File: src/rtl/symfn_pkg.sv
// Shared types for the symmetric function evaluator.
// Assumes op_sel is a two-bit field with the encoding below.
package symfn_pkg;
    typedef enum logic [1:0] {
        OP_A     = 2'b00,
        OP_OR    = 2'b01,
        OP_AND   = 2'b10,
        OP_NOT_A = 2'b11
    } symfn_op_e;
endpackage

File: src/rtl/symfn_popcount.sv
// Counts the set bits of a vector using a combinational adder chain.
// Assumes CW is wide enough to hold the value N.
module symfn_popcount #(
    parameter int N  = 6,
    parameter int CW = $clog2(N + 1)
) (
    input  logic [N-1:0]  bits_i,
    output logic [CW-1:0] count_o
);
    // Sum the input bits one at a time.
    always_comb begin
        count_o = '0;
        for (int i = 0; i < N; i++) begin
            count_o = count_o + CW'(bits_i[i]);
        end
    end
endmodule

File: src/rtl/symfn_lookup.sv
// Selects the mask bit for the current count.
// Decodes the count to one-hot and ANDs the result with the mask.
// Assumes count_i never goes above N.
module symfn_lookup #(
    parameter int N  = 6,
    parameter int CW = $clog2(N + 1)
) (
    input  logic [CW-1:0] count_i,
    input  logic [N:0]    mask_i,
    output logic          hit_o
);
    logic [N:0] onehot;

    for (genvar k = 0; k <= N; k++) begin : g_dec
        // Decode one count value.
        assign onehot[k] = (count_i == CW'(k));
    end

    // Reduce the masked one-hot vector to a single bit.
    assign hit_o = |(onehot & mask_i);
endmodule

File: src/rtl/symfn_combine.sv
// Combines the two looked-up functions according to the operation select.
module symfn_combine
    import symfn_pkg::*;
(
    input  logic [1:0] op_i,
    input  logic       a_i,
    input  logic       b_i,
    output logic       y_o
);
    // Pick the set operation.
    always_comb begin
        unique case (symfn_op_e'(op_i))
            OP_A:     y_o = a_i;
            OP_OR:    y_o = a_i | b_i;
            OP_AND:   y_o = a_i & b_i;
            OP_NOT_A: y_o = ~a_i;
            default:  y_o = a_i;
        endcase
    end
endmodule

File: src/rtl/symfn_eval.sv
// Top level of the symmetric function evaluator.
// One shared count drives two mask lookups. The lookups are then combined,
// and the result is also captured in a register that has a synchronous
// active-low reset.
module symfn_eval #(
    parameter int N = 6
) (
    input  logic         clk,
    input  logic         rst_n,
    input  logic [N-1:0] in_bits,
    input  logic [N:0]   mask_a,
    input  logic [N:0]   mask_b,
    input  logic [1:0]   op_sel,
    output logic         y_now,
    output logic         y_q
);
    localparam int CW = $clog2(N + 1);

    logic [CW-1:0] cnt_w;
    logic          hit_a;
    logic          hit_b;

    symfn_popcount #(.N(N), .CW(CW)) u_cnt (
        .bits_i (in_bits),
        .count_o(cnt_w)
    );

    symfn_lookup #(.N(N), .CW(CW)) u_look_a (
        .count_i(cnt_w),
        .mask_i (mask_a),
        .hit_o  (hit_a)
    );

    symfn_lookup #(.N(N), .CW(CW)) u_look_b (
        .count_i(cnt_w),
        .mask_i (mask_b),
        .hit_o  (hit_b)
    );

    symfn_combine u_comb (
        .op_i(op_sel),
        .a_i (hit_a),
        .b_i (hit_b),
        .y_o (y_now)
    );

    // Register the combined result.
    always_ff @(posedge clk) begin
        if (!rst_n) y_q <= 1'b0;
        else        y_q <= y_now;
    end
endmodule

File: config.mk
export PLATFORM = sky130hd
export DESIGN_NAME = symfn_eval
export DESIGN_NICKNAME = d
export VERILOG_FILES = /design/src/rtl/symfn_pkg.sv /design/src/rtl/symfn_popcount.sv /design/src/rtl/symfn_lookup.sv /design/src/rtl/symfn_combine.sv /design/src/rtl/symfn_eval.sv
export SDC_FILE = /design/constraint.sdc
export NUM_CORES = 1
export LEC_CHECK = 0
export BUFFER_PORTS_ARGS = -buffer_cell sky130_fd_sc_hd__buf_2
export CAP_MARGIN = 30
export CORE_AREA = 3 3 40 42
export CTS_CLUSTER_SIZE = 20
export DETAILED_ROUTE_END_ITERATION = 8
export DIE_AREA = 0 0 43 45
export GPL_ROUTABILITY_DRIVEN = 0
export PLACE_DENSITY_LB_ADDON = 0.25
export SYNTH_ARGS = -nofsm -noshare
export SYNTH_HDL_FRONTEND = slang
export SYNTH_HIERARCHICAL = 1
export SYNTH_SLANG_ARGS = --single-unit
File: constraint.sdc
create_clock -name clk -period 4.77 [get_ports clk]
set_input_delay 0.7155 -clock clk [delete_from_list [all_inputs] [get_ports clk]]
set_output_delay 0.7155 -clock clk [all_outputs]
set_load 0.1 [all_outputs]
# == Yosys cells after proc, flatten, opt, wreduce, memory -nomap -nowiden ==
# Cells that the tools add are included.
# totals
regBits,1
wordCells,25
output_inout_bits,2
inputBits,24
# op_classes
mux,1
n_reduce_logical,4
eq_ne,9
bitwise_logic,5
addsub,5
# ops
operator,count
bitwise AND 7 bit,2
OR reduction 7 bit,2
adder 3 x 1 -> 3 bit,4
equality test 3 bit (second input constant),3
equality test 3 x 2 -> 1 bit (second input constant),2
equality test 2 bit (second input constant),2
one-hot mux 1 bit (4 select lines),1
equality test 3 x 1 -> 1 bit (second input constant),1
logical NOT 3 bit,1
adder 1 x 1 -> 2 bit,1
equality test 2 x 1 -> 1 bit (second input constant),1
logical NOT 2 bit,1
bitwise AND 1 bit,1
inverter 1 bit,1
bitwise OR 1 bit,1

# == Logic depth before layout (Yosys ltp) ==
# depth
depth_word,10
ltp_mapped,13
ltp_nobuf,13

# == Cells and area by module ==
# Netlist, hierarchy kept.
# modules_own_cells
module,n_inst,area_each_um2,seq_area_each_um2,cells_per_inst
symfn_lookup,2,56.3,0.0,5
symfn_popcount,1,102.6,0.0,12
symfn_eval,1,26.3,20.0,2
symfn_combine,1,23.8,0.0,4

# == Worst setup path after synthesis ==
# OpenSTA, ideal clock, no wires.
# synth_timing
kind,input-to-output
startpoint,input in_bits[0]
endpoint,output y_now
slack_ns,-0.602
required_time_ns,4.055
arrival_ns,4.657
cell_stages,9
n_path_buf,0
path_cell_list,inv_1 -> fa_1 -> fa_1 -> inv_1 -> ha_1 -> fa_1 -> mux4_2 -> mux2_2 -> a31oi_1
# synth_via
elab_chain_cells,10
word_cells_on_any_way,20
classes_between,add/sub (5); eq/ne (6); mux (1); bitwise (5); reduce/logical (3)
# synth_rtl
item,line,source
start: declaration,symfn_eval.sv:10,"input logic [N-1:0] in_bits,"
adder 1 x 1 -> 2 bit (*),symfn_popcount.sv:14,count_o = count_o + CW'(bits_i[i]);
adder 3 x 1 -> 3 bit (*) (4 in a row),symfn_popcount.sv:14,
named net cnt_w[2],symfn_eval.sv:19,logic [CW-1:0] cnt_w;
equality test 3 x 1 -> 1 bit (tied with other cells),symfn_lookup.sv:16,assign onehot[k] = (count_i == CW'(k));
bitwise AND 7 bit (*),symfn_lookup.sv:20,assign hit_o = |(onehot & mask_i);
OR reduction 7 bit (*),symfn_lookup.sv:20,
named net hit_a,symfn_eval.sv:20,logic hit_a;
bitwise AND 1 bit (tied with other cells),symfn_combine.sv:15,OP_AND: y_o = a_i & b_i;
one-hot mux 1 bit (4 select lines) (*),symfn_combine.sv:12,unique case (symfn_op_e'(op_i))
end: declaration,symfn_eval.sv:14,"output logic y_now,"
# Mark *: on every way through the listed nets, which the timed path passes. The rest lies on a longest branch.

# == Worst setup path after layout ==
# layout_timing
startpoint,input in_bits[0]
endpoint,output y_now
# layout_via
elab_chain_cells,10
word_cells_on_any_way,20
classes_between,add/sub (5); eq/ne (6); mux (1); bitwise (5); reduce/logical (3)
# layout_rtl
item,line,source
adder 1 x 1 -> 2 bit (*),symfn_popcount.sv:14,
adder 3 x 1 -> 3 bit (*) (4 in a row),symfn_popcount.sv:14,
named net cnt_w[2],symfn_eval.sv:19,
equality test 3 x 1 -> 1 bit (tied with other cells),symfn_lookup.sv:16,
bitwise AND 7 bit (*),symfn_lookup.sv:20,
OR reduction 7 bit (*),symfn_lookup.sv:20,
named net hit_b,symfn_eval.sv:21,logic hit_b;
bitwise AND 1 bit or bitwise OR 1 bit (tied branches),"symfn_combine.sv:15, symfn_combine.sv:14",
one-hot mux 1 bit (4 select lines) (*),symfn_combine.sv:12,
# Marked as above.

==> impl_metrics.toml <==
[critical_path]
crit_chain = "buf_2 -> inv_1 -> fa_1 -> fa_1 -> inv_1 -> ha_1 -> fa_1 -> mux4_2 -> mux2_2 -> o21a_1 -> nor2_1 -> a31oi_2 -> buf_12"
crit_required_ns = 4.05
max_stage_delay_ns = 0.50
worstSetupPathType = "in -> out"
crit_start = "in_bits[0]"
path_max_fanout = 6
worst_path_most_repeated_cell = "fa_1"
critical-path-slowest-cell = "fa_1"
arrival_ns = 3.65
critPathLaunchType = "input pin"
cp-end-kind = "primary output"

[timing]
hold_viol_final = 0
finalSetupViolCount = 0
min_period_over_period_pct = 91.6
hold_slack_ns = 0.931
totalNegativeSetupSlack_ns = 0
setup_slack_ns = 0.400
max_freq_ghz = 0.229
period_minus_slack_ns = 4.37
worst_pin_slew_ns = 0.483
max-slew-margin-rel_pct = 68.0
slew_viol_final = 0
rsz0062_at_grt = "no"

[pwr]
leakage_nw = 0.233
power_density_nw_per_um2 = 363
power.total_mw = 0.156
ir_drop_v = 0.0000915

[cells_and_area]
multi_input_area_sq_um = 221
regMostFlops = "y_q"
fillers = 130
largest_reg_flops = 1
reg.largest.list = "y_q: 1 flops"
final_nets = 83
stdcell_count = 68
diodes = 0
syn2layout_area_growth_pct = 62.3
final_area_sq_um = 430
drive_above_1_share_pct = 56.6
area.sequential_sq_um = 20.0
final_util_pct = 33.5

[synthesis]
ys_seq_elements = 1
ys_seq_area_share_pct = 7.55
netlist.area_leader.share_pct = 22.6
synth_area_sq_um = 265
synthTopCellsByArea = "fa_1, mux4_2, inv_1"
avgSynthCellArea_sq_um = 9.47
yosys_warnings = 6
ys_types = 14
synth_fp_nets = 56
synth.largest_area_cell = "fa_1"
synthCells = 28

[floorplan]
std_cell_rows = 13
fp.dieW_um = 43
die-area_sq_um = 1940
pin_count = 26
initial_core_util_pct = 20.6
core_area_sq_um = 1280
die_h_um = 45

[detailed_routing]
firstDrtPassIters = 1
routed-via-count = 262
via_per_inst = 3.85
avgRoutedWirePerCell_um = 8.21
drtIter0Drc = 0
drc_errors = 0
ant_nets = 0
totalWireLength_um = 558

[place]
hpwlAfterDp_um = 557
dp_cells = 68
portBuffers = 25
dpl_cell_area_sq_um = 430
dp_slack_ns = 0.384

[global_routing]
grt_pass1_wl_um = 979
grt_antenna_before_repair = 0
grt_pass1_vias = 263
overflow = 0
track_usage_pct = 6.10
grt_max_degree = 7

[status]
status = "finished, final reports clean"

[hold_path]
hp-class = "in -> reg"
min_from = "rst_n"
min_path_cells = 2

[clock_tree]
cts_resized = 0
clkTransAtPathRegs_ns = 0
post-cts-setup-buffers = 0
ctsHoldBuffers = 0

[job]
cap_viol_max_count = 0
==> cell type report <==
class | count | share of cell area [%]
Multi-Input combinational cell | 19 | 51.5
Timing Repair Buffer | 25 | 32.6
Inverter | 8 | 6.98
Sequential cell | 1 | 4.65
Tap cell | 15 | 4.36
==> power breakdown <==
part | leakage (nW) | internal (mW) | total (mW) | switching [mW]
Sequential | 0.00835 | 0.0110 | 0.0114 | 0.000423
Clock | 0 | 0 | 0 | 0
Combinational | 0.225 | 0.0598 | 0.145 | 0.0850
Total | 0.233 | 0.0708 | 0.156 | 0.0854
==> logic make-up after synthesis <==
family	Yosys count	synth area share (%)
adders and majority gates	4	27.4
buffers and inverters	8	11.3
and+or+nand+nor	5	11.8
muxes	6	33.0
AOI/OAI and AO/OA	4	8.96
DFF	1	7.55
==> worst max-delay path: cells and delay by family <==
| family | cells | cell delay [ns] |
|---|---|---|
| and+or+nand+nor | 1 | 0.12 |
| muxes | 2 | 0.60 |
| AOI/OAI and AO/OA | 2 | 0.24 |
| adders and majority gates | 4 | 1.65 |
| buffers and inverters | 4 | 0.33 |
==> final timing paths <==
path / end / slack [ns]
worst min-delay path: y_q$_SDFF_PN0_ / 0.93
worst max-delay path: y_now / 0.40
==> placed cells by master, fill, tap and decap left out, drive strengths merged <==
cell	synthesis	routed
buf	0	25
a31oi	1	1
o21a	1	1
dfxtp	1	1
mux2	2	2
inv	8	8
mux2i	2	2
nor2	1	1
ha	1	1
o21ai	2	2
and2	1	1
fa	3	3
mux4	2	2
nand2b	1	1
nand3b	2	2
==> cell usage after synthesis <==
master and count:
o21a_1 1, fa_1 3, nand3b_1 2, dfxtp_1 1, nand2b_1 1, nor2_1 1, mux2i_1 2, mux4_2 2
ha_1 1, a31oi_1 1, inv_1 8, and2_1 1, o21ai_0 2, mux2_2 2
==> metal layers <==
metal / part of all wire, % / global-route usage (%) / vias to the layer above
met2: 46 / 10.8 / 15
met4: 0 / 0 / 0
li1: - / - / 146
met1: 45 / 8.78 / 101
met3: 8.8 / 0.398 / 0
met5: 0 / 0 / -
Power figures use the tool's default switching activity.
